<file path="config.mk">
export PLATFORM = sky130hd
export DESIGN_NAME = xret_unstacker
export DESIGN_NICKNAME = d
export VERILOG_FILES = /design/src/rtl/xret_pkg.sv /design/src/rtl/xret_fmt_check.sv /design/src/rtl/xret_sp_adj.sv /design/src/rtl/xret_fsm.sv /design/src/rtl/xret_unstacker.sv
export SDC_FILE = /design/constraint.sdc
export NUM_CORES = 1
export LEC_CHECK = 0
export CORE_MARGIN = 2
export CORE_UTILIZATION = 40
export CTS_CLUSTER_SIZE = 28
export DETAILED_ROUTE_END_ITERATION = 12
export GPL_TIMING_DRIVEN = 0
export PLACE_DENSITY = 0.68
export RECOVER_POWER = 100
export SETUP_SLACK_MARGIN = 0.4
export SYNTH_ARGS = -nofsm -noshare
export SYNTH_HDL_FRONTEND = slang
export SYNTH_SLANG_ARGS = --single-unit
</file>
<file path="constraint.sdc">
create_clock -name clk -period 3.8 [get_ports clk]
set_input_delay 0.95 -clock clk [delete_from_list [all_inputs] [get_ports clk]]
set_output_delay 0.95 -clock clk [all_outputs]
set_load 0.005 [all_outputs]
</file>
<file path="src/rtl/xret_pkg.sv">
package xret_pkg;
    localparam int WORD_W     = 32;
    localparam int SR_W       = 16;
    localparam int FMT_W      = 4;
    localparam int WORD_BYTES = 4;
    localparam int RSVD_W     = WORD_W - FMT_W - SR_W;

    typedef logic [WORD_W-1:0] word_t;
    typedef logic [SR_W-1:0]   sr_t;
    typedef logic [FMT_W-1:0]  fmt_t;

    typedef enum logic [1:0] {
        ST_IDLE = 2'd0,
        ST_HDR  = 2'd1,
        ST_RET  = 2'd2
    } st_e;

    typedef struct packed {
        fmt_t                    fmt;
        logic [RSVD_W-1:0]       rsvd;
        sr_t                     sr;
    } hdr_t;

    // Accepted formats are 4..7: top bit clear, next bit set.
    function automatic logic fmt_ok(input fmt_t f);
        return (f[FMT_W-1] == 1'b0) && (f[FMT_W-2] == 1'b1);
    endfunction

    function automatic hdr_t hdr_unpack(input word_t w);
        return hdr_t'(w);
    endfunction
endpackage

</file>
<file path="src/rtl/xret_fmt_check.sv">
module xret_fmt_check
    import xret_pkg::*;
(
    input  word_t hdr_word,
    output hdr_t  hdr,
    output logic  hdr_ok
);
    always_comb begin
        hdr    = hdr_unpack(hdr_word);
        hdr_ok = fmt_ok(hdr.fmt);
    end
endmodule

</file>
<file path="src/rtl/xret_sp_adj.sv">
module xret_sp_adj
    import xret_pkg::*;
(
    input  word_t base,
    input  fmt_t  fmt,
    output word_t ret_addr,
    output word_t popped
);
    always_comb begin
        ret_addr = base + word_t'(WORD_BYTES);
        popped   = ret_addr + word_t'(fmt);
    end
endmodule

</file>
<file path="src/rtl/xret_fsm.sv">
module xret_fsm
    import xret_pkg::*;
(
    input  logic clk,
    input  logic rst,
    input  logic start,
    input  logic mem_ready,
    input  logic hdr_ok,
    output st_e  st,
    output logic accept,
    output logic hdr_take,
    output logic err_take,
    output logic ret_take
);
    st_e st_q;
    st_e st_d;

    always_comb begin
        accept   = (st_q == ST_IDLE) && start;
        hdr_take = (st_q == ST_HDR) && mem_ready && hdr_ok;
        err_take = (st_q == ST_HDR) && mem_ready && !hdr_ok;
        ret_take = (st_q == ST_RET) && mem_ready;
        st_d     = st_q;
        unique case (st_q)
            ST_IDLE: if (accept)              st_d = ST_HDR;
            ST_HDR:  if (hdr_take)            st_d = ST_RET;
                     else if (err_take)       st_d = ST_IDLE;
            ST_RET:  if (ret_take)            st_d = ST_IDLE;
            default:                          st_d = ST_IDLE;
        endcase
    end

    always_ff @(posedge clk) begin
        if (rst) st_q <= ST_IDLE;
        else     st_q <= st_d;
    end

    assign st = st_q;

    // the return-address phase is only entered from the header phase
    p_ret_from_hdr_r5: assert property (@(posedge clk) disable iff (rst)
        (st_q == ST_IDLE) |=> (st_q != ST_RET));

    // a busy sequence never restarts into the header phase from the return phase
    p_no_restart_r10: assert property (@(posedge clk) disable iff (rst)
        (st_q == ST_RET) |=> (st_q != ST_HDR));
endmodule

</file>
<file path="src/rtl/xret_unstacker.sv">
module xret_unstacker
    import xret_pkg::*;
(
    input  logic        clk,
    input  logic        rst,
    input  logic        start,
    input  logic [31:0] sp_i,
    input  logic [31:0] ret_pc_i,
    output logic        mem_req,
    output logic [31:0] mem_addr,
    input  logic [31:0] mem_rdata,
    input  logic        mem_ready,
    output logic        done,
    output logic        fmt_err,
    output logic [31:0] sp_o,
    output logic [15:0] sr_o,
    output logic [31:0] pc_o
);
    st_e   st;
    logic  accept, hdr_take, err_take, ret_take;
    hdr_t  hdr;
    logic  hdr_ok;
    word_t ret_addr, popped;

    word_t sp_base_q, retpc_q, sp_q, pc_q;
    fmt_t  fmt_q;
    sr_t   sr_q;
    logic  done_q, err_q;

    xret_fsm u_fsm (
        .clk      (clk),
        .rst      (rst),
        .start    (start),
        .mem_ready(mem_ready),
        .hdr_ok   (hdr_ok),
        .st       (st),
        .accept   (accept),
        .hdr_take (hdr_take),
        .err_take (err_take),
        .ret_take (ret_take)
    );

    xret_fmt_check u_chk (
        .hdr_word(mem_rdata),
        .hdr     (hdr),
        .hdr_ok  (hdr_ok)
    );

    xret_sp_adj u_adj (
        .base    (sp_base_q),
        .fmt     (fmt_q),
        .ret_addr(ret_addr),
        .popped  (popped)
    );

    always_ff @(posedge clk) begin
        if (rst) begin
            sp_base_q <= '0;
            retpc_q   <= '0;
            fmt_q     <= '0;
            sp_q      <= '0;
            sr_q      <= '0;
            pc_q      <= '0;
            done_q    <= 1'b0;
            err_q     <= 1'b0;
        end else begin
            done_q <= 1'b0;
            err_q  <= 1'b0;
            if (accept) begin
                sp_base_q <= sp_i;
                retpc_q   <= ret_pc_i;
            end
            if (hdr_take) begin
                sr_q  <= hdr.sr;
                fmt_q <= hdr.fmt;
            end
            if (err_take) begin
                done_q <= 1'b1;
                err_q  <= 1'b1;
                sp_q   <= sp_base_q;
                pc_q   <= retpc_q;
            end
            if (ret_take) begin
                done_q <= 1'b1;
                sp_q   <= popped;
                pc_q   <= mem_rdata;
            end
        end
    end

    assign mem_req  = (st != ST_IDLE);
    assign mem_addr = (st == ST_RET) ? ret_addr : sp_base_q;
    assign done     = done_q;
    assign fmt_err  = err_q;
    assign sp_o     = sp_q;
    assign sr_o     = sr_q;
    assign pc_o     = pc_q;

    // request and address hold while memory is not ready
    p_req_hold_r2: assert property (@(posedge clk) disable iff (rst)
        (mem_req && !mem_ready && st == ST_HDR) |=> (mem_req && $stable(mem_addr)));

    // format error only ever comes with done
    p_err_with_done_r8: assert property (@(posedge clk) disable iff (rst)
        fmt_err |-> done);

    // rejected frame leaves the stack pointer where it was
    p_err_sp_kept_r8: assert property (@(posedge clk) disable iff (rst)
        fmt_err |-> (sp_o == sp_base_q));

    // a valid pop is 8 to 11 bytes above the captured pointer
    p_pop_range_r6: assert property (@(posedge clk) disable iff (rst)
        (done && !fmt_err) |-> ((sp_o - sp_base_q) >= 32'd8 && (sp_o - sp_base_q) <= 32'd11));

    // done lasts a single cycle
    p_done_pulse_r9: assert property (@(posedge clk) disable iff (rst)
        done |=> !done);

    // captured pointer cannot move while a read is outstanding
    p_base_hold_r10: assert property (@(posedge clk) disable iff (rst)
        mem_req |=> $stable(sp_base_q));
endmodule

</file>
==> out/metrics.cfg <==
[outcome]
status = finished clean

[logic_synthesis]
syn-mean-instance-area_um2 = 7.581
synth_warnings = 0
synth.area.top_cells = dfxtp_1, nand2_1, a21oi_1, a22oi_1, xnor2_1
synth_commonest_cells = nand2_1, dfxtp_1, a21oi_1, clkbuf_1, nor2_1
synth.net_count = 1128
synth.cell_area_um2 = 7740
yosysTopAreaCell = dfxtp_1
async_flop_share_pct = 0
synth-seq-cells = 152
ys_types = 65
synth_edf_count = 0
yosysSeqAreaShare_pct = 39.31
netlist.area_leader.share_pct = 39.31
synth_most_common_cell = nand2_1
synth_ff_type = dfxtp_1
synth_cells = 1021

[die]
io_pins = 215
rows = 50
die_h_um = 143.1
core_um2 = 18830
die_x_um = 143.1
start_util_pct = 41.10
die_area_um2 = 20480

[finish]
layout-drive-gt1-share_pct = 11.03
fill_cells = 1716
nNetsFinal = 1400
diodes = 0
syn_to_final_growth_pct = 47.33

[critical_path]
critical_path_required_ps = 2850
crit_path_max_incr_delay_ps = 400
critPathSlowestCell = or4_1
cp.arrival_ps = 2540
cp_max_fo = 6
crit_chain = clkbuf_8 -> nand4_4 -> buf_6 -> or4_1 -> clkbuf_1 -> nor3_1 -> xor2_1 -> clkdlybuf4s15_1
path_class = reg2out
endpoint_kind = output pin
cp-start-kind = flip-flop

[sta]
fin_crit_sh_pct = 91.89
drv_slew = 0
hold_viol_final = 0
tightest_slew_ps = 848.3
finalSetupViolations = 0
timing.hold.ws_ps = 450.7
relSlewSlack_pct = 43.44
rsz0062_at_grt = true
fmax_mhz = 286.4
skew_ps = 8.539
min_period_ps = 3492

[power]
swShare_pct = 26.35
power_switching_mw = 1.038
power_frac_comb_pct = 14.3
p_int_mw = 2.902
seqPwrFrac_pct = 43.2
leakage_nw = 4.489
clkPwrFrac_pct = 42.5
power_density_nw_per_um2 = 345.6
power_mw = 3.940
ir_drop_mv = 0.3338

[global_route]
grt_overflow_total = 0
grt_pass1_wl_um = 43020
grt_pass1_vias = 7884
grt_max_degree = 17
track_usage_pct = 27.29
antenna_found_initial = 1

[min_path]
min_path_type = reg2reg

[cts]
path_clk_slew_ps = 60
htreeDepth = 4
clock_latency_ps = 420
cts.path.max_buffers = 2
root_buffer = clkbuf_16
cts_inserted_buffers = 17
hold_buffers = 0
cts_tree = done
cts_sinks = 152

[drt]
antenna_left = 0
dr.pass1.iters = 5
route.detailed.drc = 0
detail_route.iter0.violations = 675
wl_um = 28580
vias_per_cell = 5.483
vias = 8587
wl_per_cell_um = 18.25

[placed_design]
place_hpwl_um = 20520
port_buffers = 213
place.gp.congestion = 0.9134

[job]
max-cap-violations = 0

cells in the final DEF (no fill, tap or decap), types with 10 or more instances in the layout:
master           instances
a21oi_1                137
a22oi_1                 39
and3_1                  13
buf_4                   39
buf_6                   14
clkbuf_1                62
clkbuf_16               17
clkdlybuf4s50_1        104
dfxtp_1                143
dlygate4sd3_1           94
inv_1                   12
mux2i_1                 10
nand2_1                254
nand3_1                 13
nand4_1                 19
nor2_1                  53
nor3_1                  19
o21ai_0                 15
o22ai_1                 15
xnor2_1                 29
xor2_1                  20
metal layers:
metal | part of all wire (%) | vias to the layer above | global-route usage (%)
met3 | 7.2 | 50 | 4.863
met1 | 44 | 4049 | 37.26
li1 | - | 4100 | -
met2 | 46 | 386 | 44.27
met5 | 0.045 | - | 0
met4 | 2.4 | 2 | 7.608
final cells by class:
cell class,instances,area [um2],area share (%)
clock inverter,9,90.09,0.7900
sequential,152,3059,26.83
clock buffer,23,488.0,4.279
buffer,88,495.5,4.345
timing repair buffer,253,2429,21.30
multi-input combinational,769,4472,39.21
tap,260,325.3,2.853
inverter,12,45.04,0.3950
flip-flops by register name (all words and copies together), names as in the netlist:
name and count:
fmt_q 4, retpc_q 32, sp_o 32, fmt_err 1
u_fsm.st 2, sr_o 16, done 1, sp_base_q 32
pc_o 32
worst paths after layout:
kind	start	slack, ps	endpoint	cells past startpoint
min	pc_o[3]	450	pc_o[3]	2
min reg2reg	pc_o[3]	450	pc_o[3]	2
max reg2reg	sp_base_q[2]	430	sp_o[24]	11
max	sp_base_q[2]	310	mem_addr[19]	8
power by group through the flow:
stage	Sequential, mW	Combinational (mW)	Clock [mW]
2_1_floorplan	1.72	0.257	0
5_1_grt	1.71	0.609	1.76
6_report	1.70	0.563	1.67
4_1_cts	1.70	0.561	1.69
3_3_place_gp	1.73	0.531	0
3_5_place_dp	1.73	0.535	0
logic make-up (layout without fill, tap and decap cells):
| kind of cell | Yosys count | count (layout) | share of synthesized area (%) |
|---|---|---|---|
| DFF | 152 | 152 | 39.31 |
| muxes | 10 | 10 | 1.293 |
| adders and majority gates | 7 | 7 | 1.229 |
| AOI/OAI and AO/OA | 261 | 261 | 20.47 |
| xor gates and xnor gates | 51 | 51 | 5.868 |
| buffers and inverters | 100 | 385 | 5.367 |
| and+or+nand+nor | 440 | 440 | 26.46 |
critical path, delay by kind of cell, from the launching register on:
kind,cells,cell delay [ps]
xor gates and xnor gates,1,190
buffers and inverters,4,780
and+or+nand+nor,3,780
DFF,1,380
through the flow:
stage | cells | util (%) | TNS [ps] | worst slack [ps] | instance area (um2)
after detailed placement | 1494 | 54.15 | -96.16 | -96.16 | 10200
after global placement | 1494 | 54.15 | -189.1 | -153.7 | 10200
after floorplan | 1021 | - | 0 | 915.7 | 7740
after CTS | 1551 | 59.57 | 0 | 211.2 | 11220
after global routing | 1566 | 60.56 | 0 | 178.0 | 11400
final | 1566 | 60.56 | 0 | 308.1 | 11400
repair_timing:
action / CTS / global route
pin swaps: 14 / 13
endpoints found under the setup margin: 27 / 28
gates cloned: 0 / 0
endpoints found under the hold margin: 0 / 0
buffers inserted: 25 / 15
gates resized for setup: 97 / 53
(Power assumes the default switching activity.)
